**config.mk**
```make
export PLATFORM = sky130hd
export DESIGN_NAME = stable_word_finder
export DESIGN_NICKNAME = d
export VERILOG_FILES = /design/src/rtl/stable_word_pkg.sv /design/src/rtl/ref_ram.sv /design/src/rtl/addr_collector.sv /design/src/rtl/stable_word_finder.sv
export SDC_FILE = /design/constraint.sdc
export NUM_CORES = 2
export LEC_CHECK = 0
export BUFFER_PORTS_ARGS = -buffer_cell sky130_fd_sc_hd__clkbuf_2
export CAP_MARGIN = 20
export CORE_ASPECT_RATIO = 2
export CORE_MARGIN = 2
export CORE_UTILIZATION = 40
export DETAILED_ROUTE_END_ITERATION = 12
export HOLD_SLACK_MARGIN = 0.08
export PLACE_DENSITY = 0.56
export SYNTH_ARGS = -nofsm -noshare
export SYNTH_HDL_FRONTEND = slang
export SYNTH_SLANG_ARGS = --single-unit
```
**constraint.sdc**
```tcl
create_clock -name clk -period 4.15 [get_ports clk]
set_input_delay 0.83 -clock clk [delete_from_list [all_inputs] [get_ports clk]]
set_output_delay 0.83 -clock clk [all_outputs]
set_load 0.005 [all_outputs]
```
**src/rtl/stable_word_pkg.sv**
```systemverilog
package stable_word_pkg;
  typedef enum logic [2:0] {
    ST_IDLE, ST_PWR, ST_SCAN, ST_DRAIN, ST_SEL, ST_FIN, ST_DONE
  } sel_state_e;
endpackage

```
**src/rtl/ref_ram.sv**
```systemverilog
module ref_ram #(
  parameter int DEPTH  = 256,
  parameter int WORD_W = 16,
  localparam int AW    = $clog2(DEPTH)
) (
  input  logic              clk,
  input  logic              we,
  input  logic [AW-1:0]     waddr,
  input  logic [WORD_W-1:0] wdata,
  input  logic              re,
  input  logic [AW-1:0]     raddr,
  output logic [WORD_W-1:0] rdata
);
  logic [WORD_W-1:0] mem [DEPTH];

  always_ff @(posedge clk) begin
    if (we) mem[waddr] <= wdata;
    if (re) rdata <= mem[raddr];
  end
endmodule

```
**src/rtl/addr_collector.sv**
```systemverilog
module addr_collector #(
  parameter int AW    = 8,
  parameter int SLOTS = 8,
  localparam int CW   = $clog2(SLOTS + 1)
) (
  input  logic              clk,
  input  logic              rst,
  input  logic              clear,
  input  logic              take,
  input  logic [AW-1:0]     addr,
  output logic              full,
  output logic [SLOTS*AW-1:0] slots
);
  logic [CW-1:0] cnt;

  always_ff @(posedge clk) begin
    if (rst || clear) cnt <= '0;
    else if (take && cnt != CW'(SLOTS)) cnt <= cnt + 1'b1;
  end

  assign full = (cnt == CW'(SLOTS));

  for (genvar i = 0; i < SLOTS; i++) begin : g_slot
    always_ff @(posedge clk) begin
      if (rst || clear) slots[i*AW +: AW] <= '0;
      else if (take && cnt == CW'(i)) slots[i*AW +: AW] <= addr;
    end
  end

  assert_cnt_bound_R6: assert property (@(posedge clk) disable iff (rst)
    cnt <= CW'(SLOTS));
  assert_full_stays_R6: assert property (@(posedge clk) disable iff (rst)
    (full && !clear) |=> full);
endmodule

```
**src/rtl/stable_word_finder.sv**
```systemverilog
module stable_word_finder #(
  parameter int WORD_W   = 16,
  parameter int DEPTH    = 256,
  parameter int ROUNDS   = 149,
  parameter int KEY_BITS = 128,
  localparam int AW        = $clog2(DEPTH),
  localparam int KEY_WORDS = KEY_BITS / WORD_W,
  localparam int RW        = $clog2(ROUNDS + 1)
) (
  input  logic                  clk,
  input  logic                  rst,
  input  logic                  start,
  output logic                  pwr_req,
  input  logic                  pwr_ack,
  output logic                  src_en,
  output logic [AW-1:0]         src_addr,
  input  logic [WORD_W-1:0]     src_data,
  output logic                  done,
  output logic                  fail,
  output logic                  key_valid,
  output logic [KEY_WORDS*AW-1:0] key_addrs
);
  import stable_word_pkg::*;

  sel_state_e        st;
  logic              copy_pass;
  logic [RW-1:0]     rnd;
  logic [AW-1:0]     scan_a;
  logic [AW-1:0]     sel_a;
  logic [DEPTH-1:0]  vld;
  logic              cmp_v;
  logic [AW-1:0]     cmp_addr;
  logic [WORD_W-1:0] ref_q;
  logic              col_full;
  logic [KEY_WORDS*AW-1:0] col_slots;
  logic              col_take;
  logic              pipe_empty;
  logic              go;

  assign go         = start && (st == ST_IDLE || st == ST_DONE);
  assign pipe_empty = !src_en && !cmp_v;
  assign col_take   = (st == ST_SEL) && vld[sel_a] && !col_full;

  ref_ram #(.DEPTH(DEPTH), .WORD_W(WORD_W)) u_ref (
    .clk   (clk),
    .we    (cmp_v && copy_pass),
    .waddr (cmp_addr),
    .wdata (src_data),
    .re    (src_en),
    .raddr (src_addr),
    .rdata (ref_q)
  );

  addr_collector #(.AW(AW), .SLOTS(KEY_WORDS)) u_col (
    .clk   (clk),
    .rst   (rst),
    .clear (go),
    .take  (col_take),
    .addr  (sel_a),
    .full  (col_full),
    .slots (col_slots)
  );

  // compare stage: data and reference arrive together one edge after issue
  always_ff @(posedge clk) begin
    if (rst) begin
      cmp_v    <= 1'b0;
      cmp_addr <= '0;
    end else begin
      cmp_v    <= src_en;
      cmp_addr <= src_addr;
    end
  end

  always_ff @(posedge clk) begin
    if (rst) begin
      vld <= '0;
    end else if (st == ST_DRAIN && pipe_empty && copy_pass) begin
      vld <= '1;
    end else if (cmp_v && !copy_pass && src_data != ref_q) begin
      vld[cmp_addr] <= 1'b0;
    end
  end

  always_ff @(posedge clk) begin
    if (rst) begin
      st        <= ST_IDLE;
      copy_pass <= 1'b0;
      rnd       <= '0;
      scan_a    <= '0;
      sel_a     <= '0;
      pwr_req   <= 1'b0;
      src_en    <= 1'b0;
      src_addr  <= '0;
      done      <= 1'b0;
      fail      <= 1'b0;
      key_valid <= 1'b0;
      key_addrs <= '0;
    end else begin
      src_en <= 1'b0;
      case (st)
        ST_IDLE, ST_DONE: begin
          if (go) begin
            st        <= ST_PWR;
            copy_pass <= 1'b1;
            rnd       <= '0;
            pwr_req   <= 1'b1;
            done      <= 1'b0;
            fail      <= 1'b0;
            key_valid <= 1'b0;
            key_addrs <= '0;
          end
        end
        ST_PWR: begin
          if (pwr_ack) begin
            pwr_req <= 1'b0;
            scan_a  <= '0;
            st      <= ST_SCAN;
          end
        end
        ST_SCAN: begin
          src_en   <= copy_pass || vld[scan_a];
          src_addr <= scan_a;
          if (scan_a == AW'(DEPTH - 1)) st <= ST_DRAIN;
          else scan_a <= scan_a + 1'b1;
        end
        ST_DRAIN: begin
          if (pipe_empty) begin
            if (!copy_pass && rnd == RW'(ROUNDS - 1)) begin
              sel_a <= '0;
              st    <= ST_SEL;
            end else begin
              if (!copy_pass) rnd <= rnd + 1'b1;
              copy_pass <= 1'b0;
              pwr_req   <= 1'b1;
              st        <= ST_PWR;
            end
          end
        end
        ST_SEL: begin
          if (col_full || sel_a == AW'(DEPTH - 1)) st <= ST_FIN;
          else sel_a <= sel_a + 1'b1;
        end
        ST_FIN: begin
          done      <= 1'b1;
          key_valid <= col_full;
          fail      <= !col_full;
          key_addrs <= col_full ? col_slots : '0;
          st        <= ST_DONE;
        end
        default: st <= ST_IDLE;
      endcase
    end
  end

  assert_req_held_R2: assert property (@(posedge clk) disable iff (rst)
    (pwr_req && !pwr_ack) |=> pwr_req);
  assert_no_read_in_cycle_R9: assert property (@(posedge clk) disable iff (rst)
    pwr_req |-> !src_en);
  assert_flag_never_set_R4: assert property (@(posedge clk) disable iff (rst)
    (st != ST_DRAIN) |=> ((vld & ~$past(vld)) == '0));
  assert_flags_frozen_R6: assert property (@(posedge clk) disable iff (rst)
    (st == ST_SEL) |=> $stable(vld));
  assert_result_exclusive_R7: assert property (@(posedge clk) disable iff (rst)
    !(key_valid && fail));
  assert_done_held_R8: assert property (@(posedge clk) disable iff (rst)
    (done && !start) |=> (done && $stable(key_addrs)));
endmodule

```
==> run metrics <==
outcome finished with violations; violated checks slew limit; register area 0.132 mm2; Clock power frac 0.327; clk sink count 4,550; FILL cells 36,200; detailed-route via count 86,100; die width 473 um; RSZ-0062 raised after global routing no; first-pass GRT wire length 706,000 um; Post-synth EDFFs 4,112; post-synthesis net count 8,028; Top-Level Pins 97; clk_lat worst skew 960 ps; pin count of the biggest net entering global routing 219; Syn-to-layout area delta 14.1%; DP Worst Slack 118 ps; # setup viols final 0; Post-Syn Instances 8,000; critical path type reg -> reg; CTS tree yes; commonest non-fill, non-tap cell in the layout edfxtp_1; Core Area 0.438 mm2; Worst setup SP type flip-flop; initial antenna violation count 52; CTS Root Cell clkbuf_16; Total GRT Usage 0.225; HPWL after DPL 329,000 um; VDD IR max 0.000340 V; endpoint kind of the worst setup timing path flip-flop; post-DR wirelength/cell 34.5 um; FF+latch count, synth 4,550; max capacitance violation total 0; Async SR Flop Fraction 0; DRT Pass-1 Iters 8; Cell Int Power 82,200 uW; Hold Crit Depth 1; Pwr Density 568 mW/mm2; largest fanout on the critical path 24; register area share after synthesis 0.752; Total Wirelength 508,000 um; CP max-delay cell mux4_2; synth unique cells 53; # resized after CTS 0; HP Start src_data[4]; IO Port Bufs 96; initial DRC count 8,229; DRC viols 0; Main synth FF type edfxtp_1; r2r setup slk 110 ps; most frequent cells in the layout 4,112 x edfxtp_1, 1,508 x mux4_2, 491 x buf_4; maximum clock path buffer count 4; Yosys warnings 0; Num CTS Buffers 385; synthesized area 0.176 mm2; Avg Vias per Cell 5.86; hold worst-path end u_ref.mem[176][4]; Hold Vio Cnt, Final 0; Worst Clk Skew 91.9 ps; Reg2Reg Depth 7; min-delay worst type in -> reg; sw frac 0.279; power share of the combinational group 0.228; area occupied by multi-input gates 0.0416 mm2; Mean Syn Cell Area 22.0 um2; leakage power 0.0607 uW; peak per-stage delay on the critical path 690 ps; max_slew headroom -0.105; Initial Util 0.401; Pins Over Slew Limit 98; grt ovf 0; Reg power frac 0.445; Clock transition at path regs 70 ps; Reg2Reg Capture Point u_ref.rdata[2]; most used cell along the critical path mux4_2; Sw Pwr 31,800 uW; Tightest Pin Transition 1660 ps; WP data required 4850 ps; Die Height 942 um; setup_tns 0 ps; fmax 247 MHz; CP arrival 4750 ps; RR Startpoint src_addr[0]; Nets 8,592; WHS 182 ps; post-route ant nets 0; Rows 344; RePlAce Congestion 0.835; Final WS setup 106 ps; crit-path cells buf_12, buf_12, buf_4, mux4_2, mux4_2, mux4_2, mux4_2; DIE AREA 0.445 mm2; H-Tree Depth 5; share of layout cells above drive strength 1 0.319; vias in the first global route 89,700; Tcrit/Tclk final 0.975; Final min period 4040 ps
what timing repair did:
item,CTS,global route
hold buffers,1,0
hold endpoints to repair,1,0
buffers inserted,0,0
endpoints found under the setup margin,0,0
critical path, delay by kind of cell (launching register included):
kind,cells,cell delay (ps)
multiplexers,4,2360
buffers and inverters,3,860
flip-flops,1,450
area by class of cell:
type                    count  area share
clock buffers             490      0.0517
clock inverters           213      0.0114
diodes                    111     0.00138
well taps                5709      0.0356
flip-flops and latches   4550       0.659
repair buffers            703      0.0331
multi-input cells        2912       0.207
inverters                  12    0.000224
stage by stage:
step                      std cells  cell area, um2  power [uW]   util
after global placement        13900          188000       77900  0.428
after detailed placement      13900          188000       78100  0.428
after CTS                     14600          200000      115000  0.457
after global routing          14700          201000      117000  0.458
final                         14700          201000      114000  0.458
after floorplan                8000          176000       66600      -
flip-flops by register name, indices dropped and copies added (netlist names), 16 cells and up:
name	flops
key_addrs	64
u_col.slots	64
u_ref.mem	4096
u_ref.rdata	16
vld	256
routing by layer:
metal / GRT usage / part of all wire / up-vias
met5: 0 / 0.00018 / -
met4: 0.120 / 0.055 / 8
met3: 0.0252 / 0.044 / 821
met2: 0.431 / 0.57 / 3056
met1: 0.240 / 0.33 / 47300
li1: - / - / 34900
cells in the mapped netlist (63+ instances only):
library cell | n | area, um2
a21oi_1 | 268 | 1340
nor2_1 | 363 | 1360
edfxtp_1 | 4112 | 123000
a22oi_1 | 66 | 495
buf_2 | 63 | 315
mux2i_1 | 87 | 871
clkbuf_1 | 342 | 1280
buf_1 | 116 | 435
o21ai_0 | 265 | 1330
dfxtp_1 | 438 | 8770
nand2_1 | 152 | 571
mux4_2 | 1508 | 34000
power by group through the flow:
stage / Clock (uW) / Combinational (uW) / Sequential (uW)
2_1_floorplan: 0 / 15300 / 51300
3_3_place_gp: 0 / 26200 / 51700
3_5_place_dp: 0 / 26500 / 51700
4_1_cts: 37900 / 26500 / 50700
5_1_grt: 39400 / 26800 / 50700
6_report: 37300 / 26000 / 50700
logic make-up (layout without fill, tap and decap cells):
logic type | Yosys count | after routing | share of synthesized area
compound gates | 656 | 656 | 0.0209
flops | 4550 | 4550 | 0.752
buf+inv | 538 | 1418 | 0.0121
mux | 1595 | 1595 | 0.198
other cells | 0 | 111 | 0
xor+xnor | 35 | 35 | 0.00174
simple gates | 618 | 618 | 0.0146
fa+ha+maj | 8 | 8 | 0.000569
worst max path at each step:
stage,start,end,slack (ps),depth (start not counted)
2_1_floorplan,src_addr[1],u_ref.rdata[0],740,8
3_3_place_gp,src_addr[0],u_ref.rdata[2],140,7
3_5_place_dp,src_addr[0],u_ref.rdata[2],120,7
4_1_cts,src_addr[0],u_ref.rdata[2],90,7
5_1_grt,src_addr[0],u_ref.rdata[10],60,7
6_report,src_addr[0],u_ref.rdata[2],110,7
Note: power is estimated with default switching activity, not from simulation.
